`config.mk`:
```
export PLATFORM = sky130hd
export DESIGN_NAME = wdog_top
export DESIGN_NICKNAME = d
export VERILOG_FILES = /design/src/rtl/wdog_pkg.sv /design/src/rtl/wdog_prescaler.sv /design/src/rtl/wdog_counter.sv /design/src/rtl/wdog_pulse.sv /design/src/rtl/wdog_regs.sv /design/src/rtl/wdog_top.sv
export SDC_FILE = /design/constraint.sdc
export NUM_CORES = 1
export LEC_CHECK = 0
export BUFFER_PORTS_ARGS = -buffer_cell sky130_fd_sc_hd__buf_2
export CAP_MARGIN = 10
export CORE_ASPECT_RATIO = 1.2
export CORE_MARGIN = 2
export CORE_UTILIZATION = 59
export DETAILED_ROUTE_END_ITERATION = 8
export PLACE_DENSITY = 0.81
export SKIP_CTS_REPAIR_TIMING = 1
export SLEW_MARGIN = 40
export SYNTH_ARGS = -nofsm -noshare
export SYNTH_HDL_FRONTEND = slang
export SYNTH_HIERARCHICAL = 1
export SYNTH_SLANG_ARGS = --single-unit
```
`constraint.sdc`:
```
create_clock -name clk -period 3.9 [get_ports clk]
set_input_delay 0.585 -clock clk [delete_from_list [all_inputs] [get_ports clk]]
set_output_delay 0.585 -clock clk [all_outputs]
set_load 0.05 [all_outputs]
```
`src/rtl/wdog_pkg.sv`:
```
package wdog_pkg;
  // Control register bit positions (software-visible layout)
  localparam int unsigned CTL_EN    = 0;
  localparam int unsigned CTL_RSTEN = 1;
  localparam int unsigned CTL_KICK  = 2;
  localparam int unsigned CTL_FLAG  = 3;

  typedef enum logic {SEL_CTRL = 1'b0, SEL_RELOAD = 1'b1} reg_sel_e;

  // Ticks from a refresh to the timeout edge, for a counter of cw bits
  function automatic int unsigned ticks_to_timeout(input int unsigned reload,
                                                   input int unsigned cw);
    int unsigned top;
    top = (32'd1 << cw) - 1;
    return (reload >= top) ? 1 : (top - reload);
  endfunction
endpackage

```
`src/rtl/wdog_prescaler.sv`:
```
module wdog_prescaler #(
  parameter int unsigned PRESCALE = 344064
) (
  input  logic clk,
  input  logic rst_n,
  input  logic run,
  input  logic clear,
  output logic tick
);
  localparam int unsigned PW = (PRESCALE > 1) ? $clog2(PRESCALE) : 1;
  localparam logic [PW-1:0] LAST = PW'(PRESCALE - 1);

  logic [PW-1:0] div_q;

  always_ff @(posedge clk or negedge rst_n) begin
    if (!rst_n)          div_q <= '0;
    else if (clear)      div_q <= '0;
    else if (run)        div_q <= (div_q == LAST) ? '0 : div_q + PW'(1);
  end

  assign tick = run && (div_q == LAST);

  if (PRESCALE > 1) begin : g_chk
    // a cleared prescaler cannot tick on the next edge
    assert_fresh_period_R4: assert property (@(posedge clk) disable iff (!rst_n)
      clear |=> !tick);
  end
endmodule

```
`src/rtl/wdog_counter.sv`:
```
module wdog_counter #(
  parameter int unsigned CW = 8
) (
  input  logic          clk,
  input  logic          rst_n,
  input  logic          tick,
  input  logic          refresh,
  input  logic [CW-1:0] reload,
  output logic          timeout,
  output logic [CW-1:0] count
);
  localparam logic [CW-1:0] TERM = CW'((1 << CW) - 2);

  logic [CW-1:0] cnt_q;
  logic          at_term;

  assign at_term = (cnt_q >= TERM);
  assign timeout = tick && !refresh && at_term;

  always_ff @(posedge clk or negedge rst_n) begin
    if (!rst_n)                  cnt_q <= '0;
    else if (refresh || timeout) cnt_q <= reload;
    else if (tick)               cnt_q <= cnt_q + CW'(1);
  end

  assign count = cnt_q;

  assert_reload_on_refresh_R4: assert property (@(posedge clk) disable iff (!rst_n)
    refresh |=> count == $past(reload));
  assert_restart_after_timeout_R11: assert property (@(posedge clk) disable iff (!rst_n)
    timeout |=> count == $past(reload));
endmodule

```
`src/rtl/wdog_pulse.sv`:
```
module wdog_pulse #(
  parameter int unsigned RST_PULSE = 4
) (
  input  logic clk,
  input  logic rst_n,
  input  logic fire,
  output logic active
);
  localparam int unsigned PCW = $clog2(RST_PULSE + 1);

  logic [PCW-1:0] left_q;

  always_ff @(posedge clk or negedge rst_n) begin
    if (!rst_n)             left_q <= '0;
    else if (fire)          left_q <= PCW'(RST_PULSE);
    else if (left_q != '0)  left_q <= left_q - PCW'(1);
  end

  assign active = (left_q != '0);

  assert_pulse_needs_fire_R8: assert property (@(posedge clk) disable iff (!rst_n)
    $rose(active) |-> $past(fire));
endmodule

```
`src/rtl/wdog_regs.sv`:
```
module wdog_regs
  import wdog_pkg::*;
#(
  parameter int unsigned DW = 8
) (
  input  logic          clk,
  input  logic          rst_n,
  input  logic          wr,
  input  logic          sel,
  input  logic [DW-1:0] wdata,
  input  logic          timeout,
  output logic [DW-1:0] rdata,
  output logic          en,
  output logic          rst_en,
  output logic          refresh,
  output logic          flag,
  output logic [DW-1:0] reload
);
  logic          en_q, rsten_q, flag_q;
  logic [DW-1:0] reload_q;
  logic          ctrl_wr, rel_wr, flag_clr;

  assign ctrl_wr  = wr && (sel == SEL_CTRL);
  assign rel_wr   = wr && (sel == SEL_RELOAD);
  assign refresh  = ctrl_wr && wdata[CTL_KICK];
  assign flag_clr = ctrl_wr && wdata[CTL_FLAG];

  always_ff @(posedge clk or negedge rst_n) begin
    if (!rst_n) begin
      en_q     <= 1'b0;
      rsten_q  <= 1'b0;
      reload_q <= '0;
    end else begin
      if (ctrl_wr) begin
        en_q    <= wdata[CTL_EN];
        rsten_q <= wdata[CTL_RSTEN];
      end
      if (rel_wr) reload_q <= wdata;
    end
  end

  // Sticky flag: only the block reset clears it besides a write of 1
  always_ff @(posedge clk or negedge rst_n) begin
    if (!rst_n)        flag_q <= 1'b0;
    else if (timeout)  flag_q <= 1'b1;
    else if (flag_clr) flag_q <= 1'b0;
  end

  always_comb begin
    rdata = '0;
    if (sel == SEL_RELOAD) begin
      rdata = reload_q;
    end else begin
      rdata[CTL_EN]    = en_q;
      rdata[CTL_RSTEN] = rsten_q;
      rdata[CTL_FLAG]  = flag_q;
    end
  end

  assign en     = en_q;
  assign rst_en = rsten_q;
  assign flag   = flag_q;
  assign reload = reload_q;

  assert_flag_set_R5: assert property (@(posedge clk) disable iff (!rst_n)
    timeout |=> flag);
  assert_flag_sticky_R7: assert property (@(posedge clk) disable iff (!rst_n)
    flag && !flag_clr |=> flag);
  assert_flag_w1c_R6: assert property (@(posedge clk) disable iff (!rst_n)
    flag_clr && !timeout |=> !flag);
endmodule

```
`src/rtl/wdog_top.sv`:
```
module wdog_top #(
  parameter int unsigned PRESCALE  = 344064,
  parameter int unsigned CNT_W     = 8,
  parameter int unsigned RST_PULSE = 4
) (
  input  logic             clk,
  input  logic             rst_n,
  input  logic             reg_wr,
  input  logic             reg_sel,
  input  logic [CNT_W-1:0] reg_wdata,
  output logic [CNT_W-1:0] reg_rdata,
  input  logic             idle_i,
  output logic             wdt_rst_o
);
  logic             en, rst_en, refresh, flag;
  logic [CNT_W-1:0] reload, count;
  logic             run, tick, timeout, fire, pulse_on;

  // Named internal events
  assign run  = en && !idle_i && !pulse_on;
  assign fire = timeout && rst_en;

  wdog_regs #(.DW(CNT_W)) u_regs (
    .clk(clk), .rst_n(rst_n), .wr(reg_wr), .sel(reg_sel), .wdata(reg_wdata),
    .timeout(timeout), .rdata(reg_rdata), .en(en), .rst_en(rst_en),
    .refresh(refresh), .flag(flag), .reload(reload)
  );

  wdog_prescaler #(.PRESCALE(PRESCALE)) u_presc (
    .clk(clk), .rst_n(rst_n), .run(run), .clear(refresh || timeout), .tick(tick)
  );

  wdog_counter #(.CW(CNT_W)) u_cnt (
    .clk(clk), .rst_n(rst_n), .tick(tick), .refresh(refresh),
    .reload(reload), .timeout(timeout), .count(count)
  );

  wdog_pulse #(.RST_PULSE(RST_PULSE)) u_pulse (
    .clk(clk), .rst_n(rst_n), .fire(fire), .active(pulse_on)
  );

  assign wdt_rst_o = pulse_on;

  assert_idle_freeze_R9: assert property (@(posedge clk) disable iff (!rst_n)
    idle_i && !refresh |=> $stable(count));
  assert_disabled_quiet_R10: assert property (@(posedge clk) disable iff (!rst_n)
    !en |-> !timeout);
  assert_gate_off_R8: assert property (@(posedge clk) disable iff (!rst_n)
    timeout && !rst_en && !wdt_rst_o |=> !wdt_rst_o);
  assert_flag_with_pulse_R7: assert property (@(posedge clk) disable iff (!rst_n)
    $rose(wdt_rst_o) |-> flag);
endmodule

```
==> key figures, run 1 <==
Status
  – Outcome: finished, final reports clean

Logic synthesis
  – Register bit count reported by yosys: 41
  – Synthesized instance count: 246
  – Post-synthesis share of cell area spent on and, or, nand and nor gates: 25.77%
  – Fraction of the mapped netlist area in adder cells: 2.521%
  – Cell taking the most area after synthesis: sky130_fd_sc_hd__dfrtp_1
  – Proportion of netlist area held by the largest area contributor: 41.35%
  – Count leader, synth: sky130_fd_sc_hd__dfrtp_1
  – Synthesis Warnings: 6
  – Largest family of logic cells by synthesized area: simple AND/OR/NAND/NOR gates
  – Count of distinct cell types in the synthesized netlist: 65
  – Summed instance area of the synthesized netlist: 2481 µm²
  – Ranking of synthesized cells by instance count: sky130_fd_sc_hd__dfrtp_1, sky130_fd_sc_hd__nor2_1, sky130_fd_sc_hd__inv_1, sky130_fd_sc_hd__mux2_2, sky130_fd_sc_hd__nand2_1
  – Mean post-synth cell area: 10.09 µm²
  – Share of synthesized area occupied by flip-flops and latches: 41.35%
  – Prevailing post-synth register cell: sky130_fd_sc_hd__dfrtp_1
  – Synth top area cells: sky130_fd_sc_hd__dfrtp_1, sky130_fd_sc_hd__mux2_2, sky130_fd_sc_hd__nor2_1, sky130_fd_sc_hd__xnor2_1, sky130_fd_sc_hd__ha_1
  – FFs w/ async S/R, synth: 100.0%
  – Xor/xnor cell area share of the yosys netlist: 4.236%
  – Mux cell area share after synthesis: 7.211%
  – Area fraction in compound gates after synthesis: 14.73%
  – Nets in the synthesized netlist: 264
  – Number of synthesized flops with an enable pin: 0

Finish
  – Layout overhead on the synthesized area: 9.833%
  – N_diodes: 0
  – Final standard cell count with taps included and fillers excluded: 326
  – Net count reported at finish: 289
  – Proportion of layout cells with a drive suffix above 1: 23.90%
  – Design area: 2725 µm²

STA
  – Slew at the pin with the worst max-slew slack: 0.7042 ns
  – Max frequency: 0.2969 GHz
  – Count of final hold-check violations: 0
  – Final sum of negative setup slack: 0 ns
  – Max-slew violation total from the final report: 0
  – Setup clock skew after layout: 0.005274 ns
  – Share of the clock period used by the worst path: 86.36%
  – Setup repair after global routing missed its margin: no
  – Final Setup Violations: 0
  – Headroom to the max-slew limit: 53.01%
  – Post-layout minimum cycle time: 3.368 ns
  – Final worst setup slack: 0.5319 ns

CTS
  – Latest clock arrival within the worst-skew pair: 0.29 ns
  – Maximum clock insertion buffer count: 2
  – Number of buffers added by the clock tree synthesis step: 5
  – CTS tree: yes
  – Root Driver: sky130_fd_sc_hd__clkbuf_8
  – H-tree depth: 2
  – Clock sink count: 41
  – Clock Pin Slew Worst Setup and Hold Paths: 0.07 ns

Die
  – Effective utilization at floorplan: 61.97%
  – Core Footprint: 4004 µm²
  – Die H: 75.04 µm
  – Die extent in x: 63.20 µm
  – Row count: 25
  – Die ar.: 4743 µm²
  – Top Ports: 22

Global route
  – Largest net degree at the start of global routing: 42
  – Total overflow reported by the global router: 0
  – Wire length of the first global-routing pass: 8652 µm
  – Vias in the first global route: 1952
  – Initial antenna violation count: 0
  – Total GRT Usage: 23.19%

Critical path
  – Family with the most delay on the worst path: simple AND/OR/NAND/NOR gates
  – Required @ worst endpoint: 4.07 ns
  – WP buf/inv: 1
  – Largest fanout on the critical path: 15
  – Setup crit end kind: register
  – Setup CP Type: reg -> reg
  – Cells traversed along the worst timing path: ha_1 > nand3_1 > nor4_2 > and3_1 > buf_4 > o2111ai_4 > nor3_1 > or2_1 > o2111ai_1 > nor4_2 > xnor2_1 > nor2_1
  – Arrival time of data at the critical path endpoint: 3.53 ns
  – Critical Path Max Stage Delay: 0.43 ns
  – Type of origin of the critical path: register
  – Cell repeated most along the worst path: sky130_fd_sc_hd__nor4_2
  – Master of the slowest instance on the critical path: sky130_fd_sc_hd__dfrtp_1

Placement
  – Area of placed instances: 2643 µm²
  – I/O Buffers: 21
  – Placed Cells incl. Taps: 318
  – GPL Wtd Cong: 0.8583
  – Post-placement worst setup slack: 0.5541 ns
  – Post-detailed-placement half-perimeter wirelength: 3687 µm

Detailed routing
  – Via density: 6.126
  – Initial drt markers: 162
  – First-pass iteration count of the detailed router: 5
  – Wire length reported by the detailed router: 5050 µm
  – Detail Route Antenna Nets: 0
  – Vias: 1997
  – DRC errors left: 0
  – Routed WL per cell: 15.49 µm

Pwr
  – Power per cell area: 370.9 nW/µm²
  – VDD IR max: 0.2299 mV
  – Total power draw: 1.011 mW
  – Static leakage power: 1.181 nW

Min path
  – Worst Hold Class: in -> async

Flow run
  – Max-capacitance violation count: 0
-- metrics by stage --
stage,hold slack [ns],utilization (%)
finish,0.2599,68.06
global placement,0.4875,65.94
detailed placement,0.4955,66.00
CTS,0.2823,68.06
floorplan,0.2894,-
global route,0.3078,68.06
-- logic make-up (layout without fill, tap and decap cells) --
family,after synthesis,in the layout
and+or+nand+nor,107,107
adders and majority gates,5,5
AOI/OAI and AO/OA,43,43
DFF,41,41
xor gates and xnor gates,12,12
muxes,16,16
buffers and inverters,22,48
-- flip-flops by register name (all words and copies together), names as in the netlist --
| signal | cells |
|---|---|
| u_presc/div_q | 19 |
| u_cnt/count | 8 |
| u_regs/reload | 8 |
| u_pulse/left_q | 3 |
| u_regs/en | 1 |
| u_regs/flag | 1 |
| u_regs/rst_en | 1 |
-- where the power goes --
part / internal [mW] / switching [mW] / total (mW)
sequential: 0.472 / 0.0676 / 0.539
clock: 0.124 / 0.137 / 0.260
combinational: 0.0850 / 0.126 / 0.211
-- layout make-up --
class                      count  area (µm²)
clock inverter                 2       10.01
sequential                    41        1026
fill                         338        1279
timing repair buffer          26       145.1
multi-input combinational    183        1351
inverter                      14       52.55
clock buffer                   6       72.57
tap                           54       67.56
-- placed cells by master (no fill, tap or decap), types with 6 or more instances in the layout --
cell type,instances
sky130_fd_sc_hd__and2_1,7
sky130_fd_sc_hd__mux2_2,13
sky130_fd_sc_hd__nand3_1,8
sky130_fd_sc_hd__buf_4,6
sky130_fd_sc_hd__nor2_1,25
sky130_fd_sc_hd__dfrtp_1,41
sky130_fd_sc_hd__nand2_1,13
sky130_fd_sc_hd__nor3_1,6
sky130_fd_sc_hd__xnor2_1,8
sky130_fd_sc_hd__nor2b_1,6
sky130_fd_sc_hd__buf_2,20
sky130_fd_sc_hd__inv_1,14
-- worst paths after layout --
check,start,to,slack [ns],depth (start not counted)
setup / recovery,u_presc/div_q[0],u_presc/div_q[14],0.53,12
hold / removal,rst_n,u_regs/flag,0.26,1
setup reg to reg,u_presc/div_q[0],u_presc/div_q[14],0.53,12
hold reg to reg,u_regs/rst_en,u_regs/rst_en,0.52,1
max in group asynchronous,rst_n,u_presc/div_q[1],3.29,1
min in group clk,reg_wdata[3],u_regs/flag,0.49,2
-- worst reg2reg max path, cell delays in order, from the launching register on --
cell	delay (ns)
sky130_fd_sc_hd__dfrtp_1	0.43
sky130_fd_sc_hd__ha_1	0.21
sky130_fd_sc_hd__nand3_1	0.15
sky130_fd_sc_hd__nor4_2	0.40
sky130_fd_sc_hd__and3_1	0.21
sky130_fd_sc_hd__buf_4	0.19
sky130_fd_sc_hd__o2111ai_4	0.16
sky130_fd_sc_hd__nor3_1	0.27
sky130_fd_sc_hd__or2_1	0.30
sky130_fd_sc_hd__o2111ai_1	0.40
sky130_fd_sc_hd__nor4_2	0.32
sky130_fd_sc_hd__xnor2_1	0.16
sky130_fd_sc_hd__nor2_1	0.05
-- routing by layer --
layer  global-route usage, %  routed length [µm]  vias to the layer above
li1                        -                   -                      962
met1                   27.23                2148                      989
met5                       0                   0                        -
met4                   7.971                 100                        0
met3                   3.886                 142                        9
met2                   43.62                2659                       37
(Power assumes the default switching activity.)
==> inputs of run 2 (changes only) <==
--- a/config.mk
+++ b/config.mk
@@ -9,9 +9,9 @@
 export CAP_MARGIN = 10
 export CORE_ASPECT_RATIO = 1.2
 export CORE_MARGIN = 2
-export CORE_UTILIZATION = 59
+export CORE_UTILIZATION = 54
 export DETAILED_ROUTE_END_ITERATION = 8
-export PLACE_DENSITY = 0.81
+export PLACE_DENSITY = 0.78
 export SKIP_CTS_REPAIR_TIMING = 1
 export SLEW_MARGIN = 40
 export SYNTH_ARGS = -nofsm -noshare
==> constraint.sdc (replaced) <==
create_clock -name clk -period 3.09 [get_ports clk]
set_input_delay 0.4635 -clock clk [delete_from_list [all_inputs] [get_ports clk]]
set_output_delay 0.4635 -clock clk [all_outputs]
set_load 0.05 [all_outputs]
==> key figures, run 2 (same netlist as run 1, synthesis figures left out) <==
Placement
  – I/O Buffers: 21 (unchanged)
  – Post-detailed-placement half-perimeter wirelength: 3729 µm (was 3687 µm)
  – Post-placement worst setup slack: 0.1599 ns (was 0.5541 ns)
  – GPL Wtd Cong: 0.8517 (was 0.8583)

Detailed routing
  – Wire length reported by the detailed router: 5288 µm (was 5050 µm)
  – Initial drt markers: 224 (was 162)
  – Detail Route Antenna Nets: 0 (unchanged)
  – First-pass iteration count of the detailed router: 4 (was 5)
  – Via density: 6.078 (was 6.126)
  – Vias: 2024 (was 1997)
  – Routed WL per cell: 15.88 µm (was 15.49 µm)
  – DRC errors left: 0 (unchanged)

Critical path
  – Critical Path Max Stage Delay: 0.44 ns (was 0.43 ns)
  – Family with the most delay on the worst path: simple AND/OR/NAND/NOR gates (unchanged)
  – Setup crit end kind: register (unchanged)
  – Setup CP Type: reg -> reg (unchanged)
  – Type of origin of the critical path: register (unchanged)
  – Largest fanout on the critical path: 7 (was 15)
  – Master of the slowest instance on the critical path: sky130_fd_sc_hd__dfrtp_1 (unchanged)
  – Cell repeated most along the worst path: sky130_fd_sc_hd__nor4_2 (unchanged)
  – WP buf/inv: 0 (was 1)
  – Cells traversed along the worst timing path: ha_1 > nand3_1 > nor4_2 > and3_2 > o2111ai_4 > nor3_4 > or2_4 > o2111ai_2 > nor4_2 > xnor2_1 > nor2_1 (was ha_1 > nand3_1 > nor4_2 > and3_1 > buf_4 > o2111ai_4 > nor3_1 > or2_1 > o2111ai_1 > nor4_2 > xnor2_1 > nor2_1)
  – Required @ worst endpoint: 3.27 ns (was 4.07 ns)
  – Arrival time of data at the critical path endpoint: 2.94 ns (was 3.53 ns)

CTS
  – Clock sink count: 41 (unchanged)
  – Maximum clock insertion buffer count: 2 (unchanged)
  – H-tree depth: 2 (unchanged)
  – CTS tree: yes (unchanged)
  – Latest clock arrival within the worst-skew pair: 0.30 ns (was 0.29 ns)
  – Clock Pin Slew Worst Setup and Hold Paths: 0.09 ns (was 0.07 ns)
  – Root Driver: sky130_fd_sc_hd__clkbuf_8 (unchanged)
  – Number of buffers added by the clock tree synthesis step: 5 (unchanged)

Pwr
  – Power per cell area: 518.2 nW/µm² (was 370.9 nW/µm²)
  – Static leakage power: 1.226 nW (was 1.181 nW)
  – VDD IR max: 0.3873 mV (was 0.2299 mV)

STA
  – Slew at the pin with the worst max-slew slack: 0.5245 ns (was 0.7042 ns)
  – Setup repair after global routing missed its margin: no (unchanged)
  – Final worst setup slack: 0.3388 ns (was 0.5319 ns)
  – Share of the clock period used by the worst path: 89.04% (was 86.36%)
  – Setup clock skew after layout: 0.01085 ns (was 0.005274 ns)
  – Headroom to the max-slew limit: 65.03% (was 53.01%)
  – Final sum of negative setup slack: 0 ns (unchanged)
  – Post-layout minimum cycle time: 2.751 ns (was 3.368 ns)
  – Max-slew violation total from the final report: 0 (unchanged)
  – Max frequency: 0.3635 GHz (was 0.2969 GHz)
  – Final Setup Violations: 0 (unchanged)
  – Count of final hold-check violations: 0 (unchanged)

Die
  – Core Footprint: 4493 µm² (was 4004 µm²)
  – Effective utilization at floorplan: 55.22% (was 61.97%)
  – Die H: 78.26 µm (was 75.04 µm)
  – Top Ports: 22 (unchanged)
  – Die ar.: 5155 µm² (was 4743 µm²)
  – Row count: 27 (was 25)
  – Die extent in x: 65.88 µm (was 63.20 µm)

Finish
  – Number of filler cells placed in the layout: 360 (was 338)
  – Number of flip-flops in the largest register: 19 (unchanged)
  – Net count reported at finish: 292 (was 289)
  – Leading cell type in the layout, fill and taps excluded: sky130_fd_sc_hd__dfrtp_1 (unchanged)
  – Register bank with the most flops: u_presc/div_q (unchanged)
  – Proportion of layout cells with a drive suffix above 1: 27.27% (was 23.90%)
  – N_diodes: 0 (unchanged)
  – Most used cells in the layout excluding fill and tap cells: sky130_fd_sc_hd__dfrtp_1, sky130_fd_sc_hd__nor2_1, sky130_fd_sc_hd__buf_2, sky130_fd_sc_hd__inv_1 (unchanged)
  – Layout overhead on the synthesized area: 14.37% (was 9.833%)

Status
  – Outcome: finished, final reports clean (unchanged)

Global route
  – Vias in the first global route: 1890 (was 1952)
  – Wire length of the first global-routing pass: 8721 µm (was 8652 µm)
  – Largest net degree at the start of global routing: 42 (unchanged)
  – Total overflow reported by the global router: 0 (unchanged)
  – Initial antenna violation count: 0 (unchanged)
  – Total GRT Usage: 22.09% (was 23.19%)

Flow run
  – Max-capacitance violation count: 0 (unchanged)

Min path
  – Worst Hold Class: in -> async (unchanged)
-- run 2: worst paths after layout --
path | from | endpoint | slack [ns] | cells after the start
setup / recovery | u_presc/div_q[0] | u_presc/div_q[14] | 0.34 | 11
hold / removal | rst_n | u_cnt/count[5] | 0.14 | 1
setup reg to reg | u_presc/div_q[0] | u_presc/div_q[14] | 0.34 | 11
hold reg to reg | u_regs/rst_en | u_regs/rst_en | 0.51 | 1
max in group asynchronous | rst_n | u_presc/div_q[17] | 2.59 | 1
min in group clk | reg_wdata[3] | u_regs/flag | 0.35 | 2
-- run 2: final cells by class --
class                   count  area [µm²]  area share [%]
multi-input cells         183        1385           48.81
flip-flops and latches     41        1026           36.16
repair buffers             29       167.7           5.908
well taps                  58       72.57           2.557
clock buffers               5       68.82           2.425
clock inverters             3       65.06           2.293
inverters                  14       52.55           1.852
-- run 2: stage by stage --
| stage | cells | utilization (%) | area (µm²) | hold slack [ns] | total power, mW |
|---|---|---|---|---|---|
| floorplan | 246 | - | 2494 | 0.1679 | 0.8746 |
| global placement | 325 | 59.65 | 2680 | 0.4803 | 0.9480 |
| detailed placement | 325 | 59.70 | 2683 | 0.4827 | 0.9606 |
| CTS | 333 | 62.68 | 2816 | 0.1539 | 1.481 |
| global route | 333 | 63.16 | 2838 | 0.1706 | 1.545 |
| finish | 333 | 63.16 | 2838 | 0.1369 | 1.471 |
-- run 2: metal layers --
layer	share of wire (%)	track usage, %	up-vias
met5	0	0	-
met4	2.0	8.542	0
met3	3.7	4.011	10
met2	52	37.37	59
met1	42	27.68	983
li1	-	-	972
-- run 2: power breakdown --
group,switching [mW],leakage (nW),internal [mW]
Combinational,0.169,0.634,0.111
Clock,0.191,0.0681,0.321
Sequential,0.0848,0.524,0.595
Total,0.444,1.23,1.03
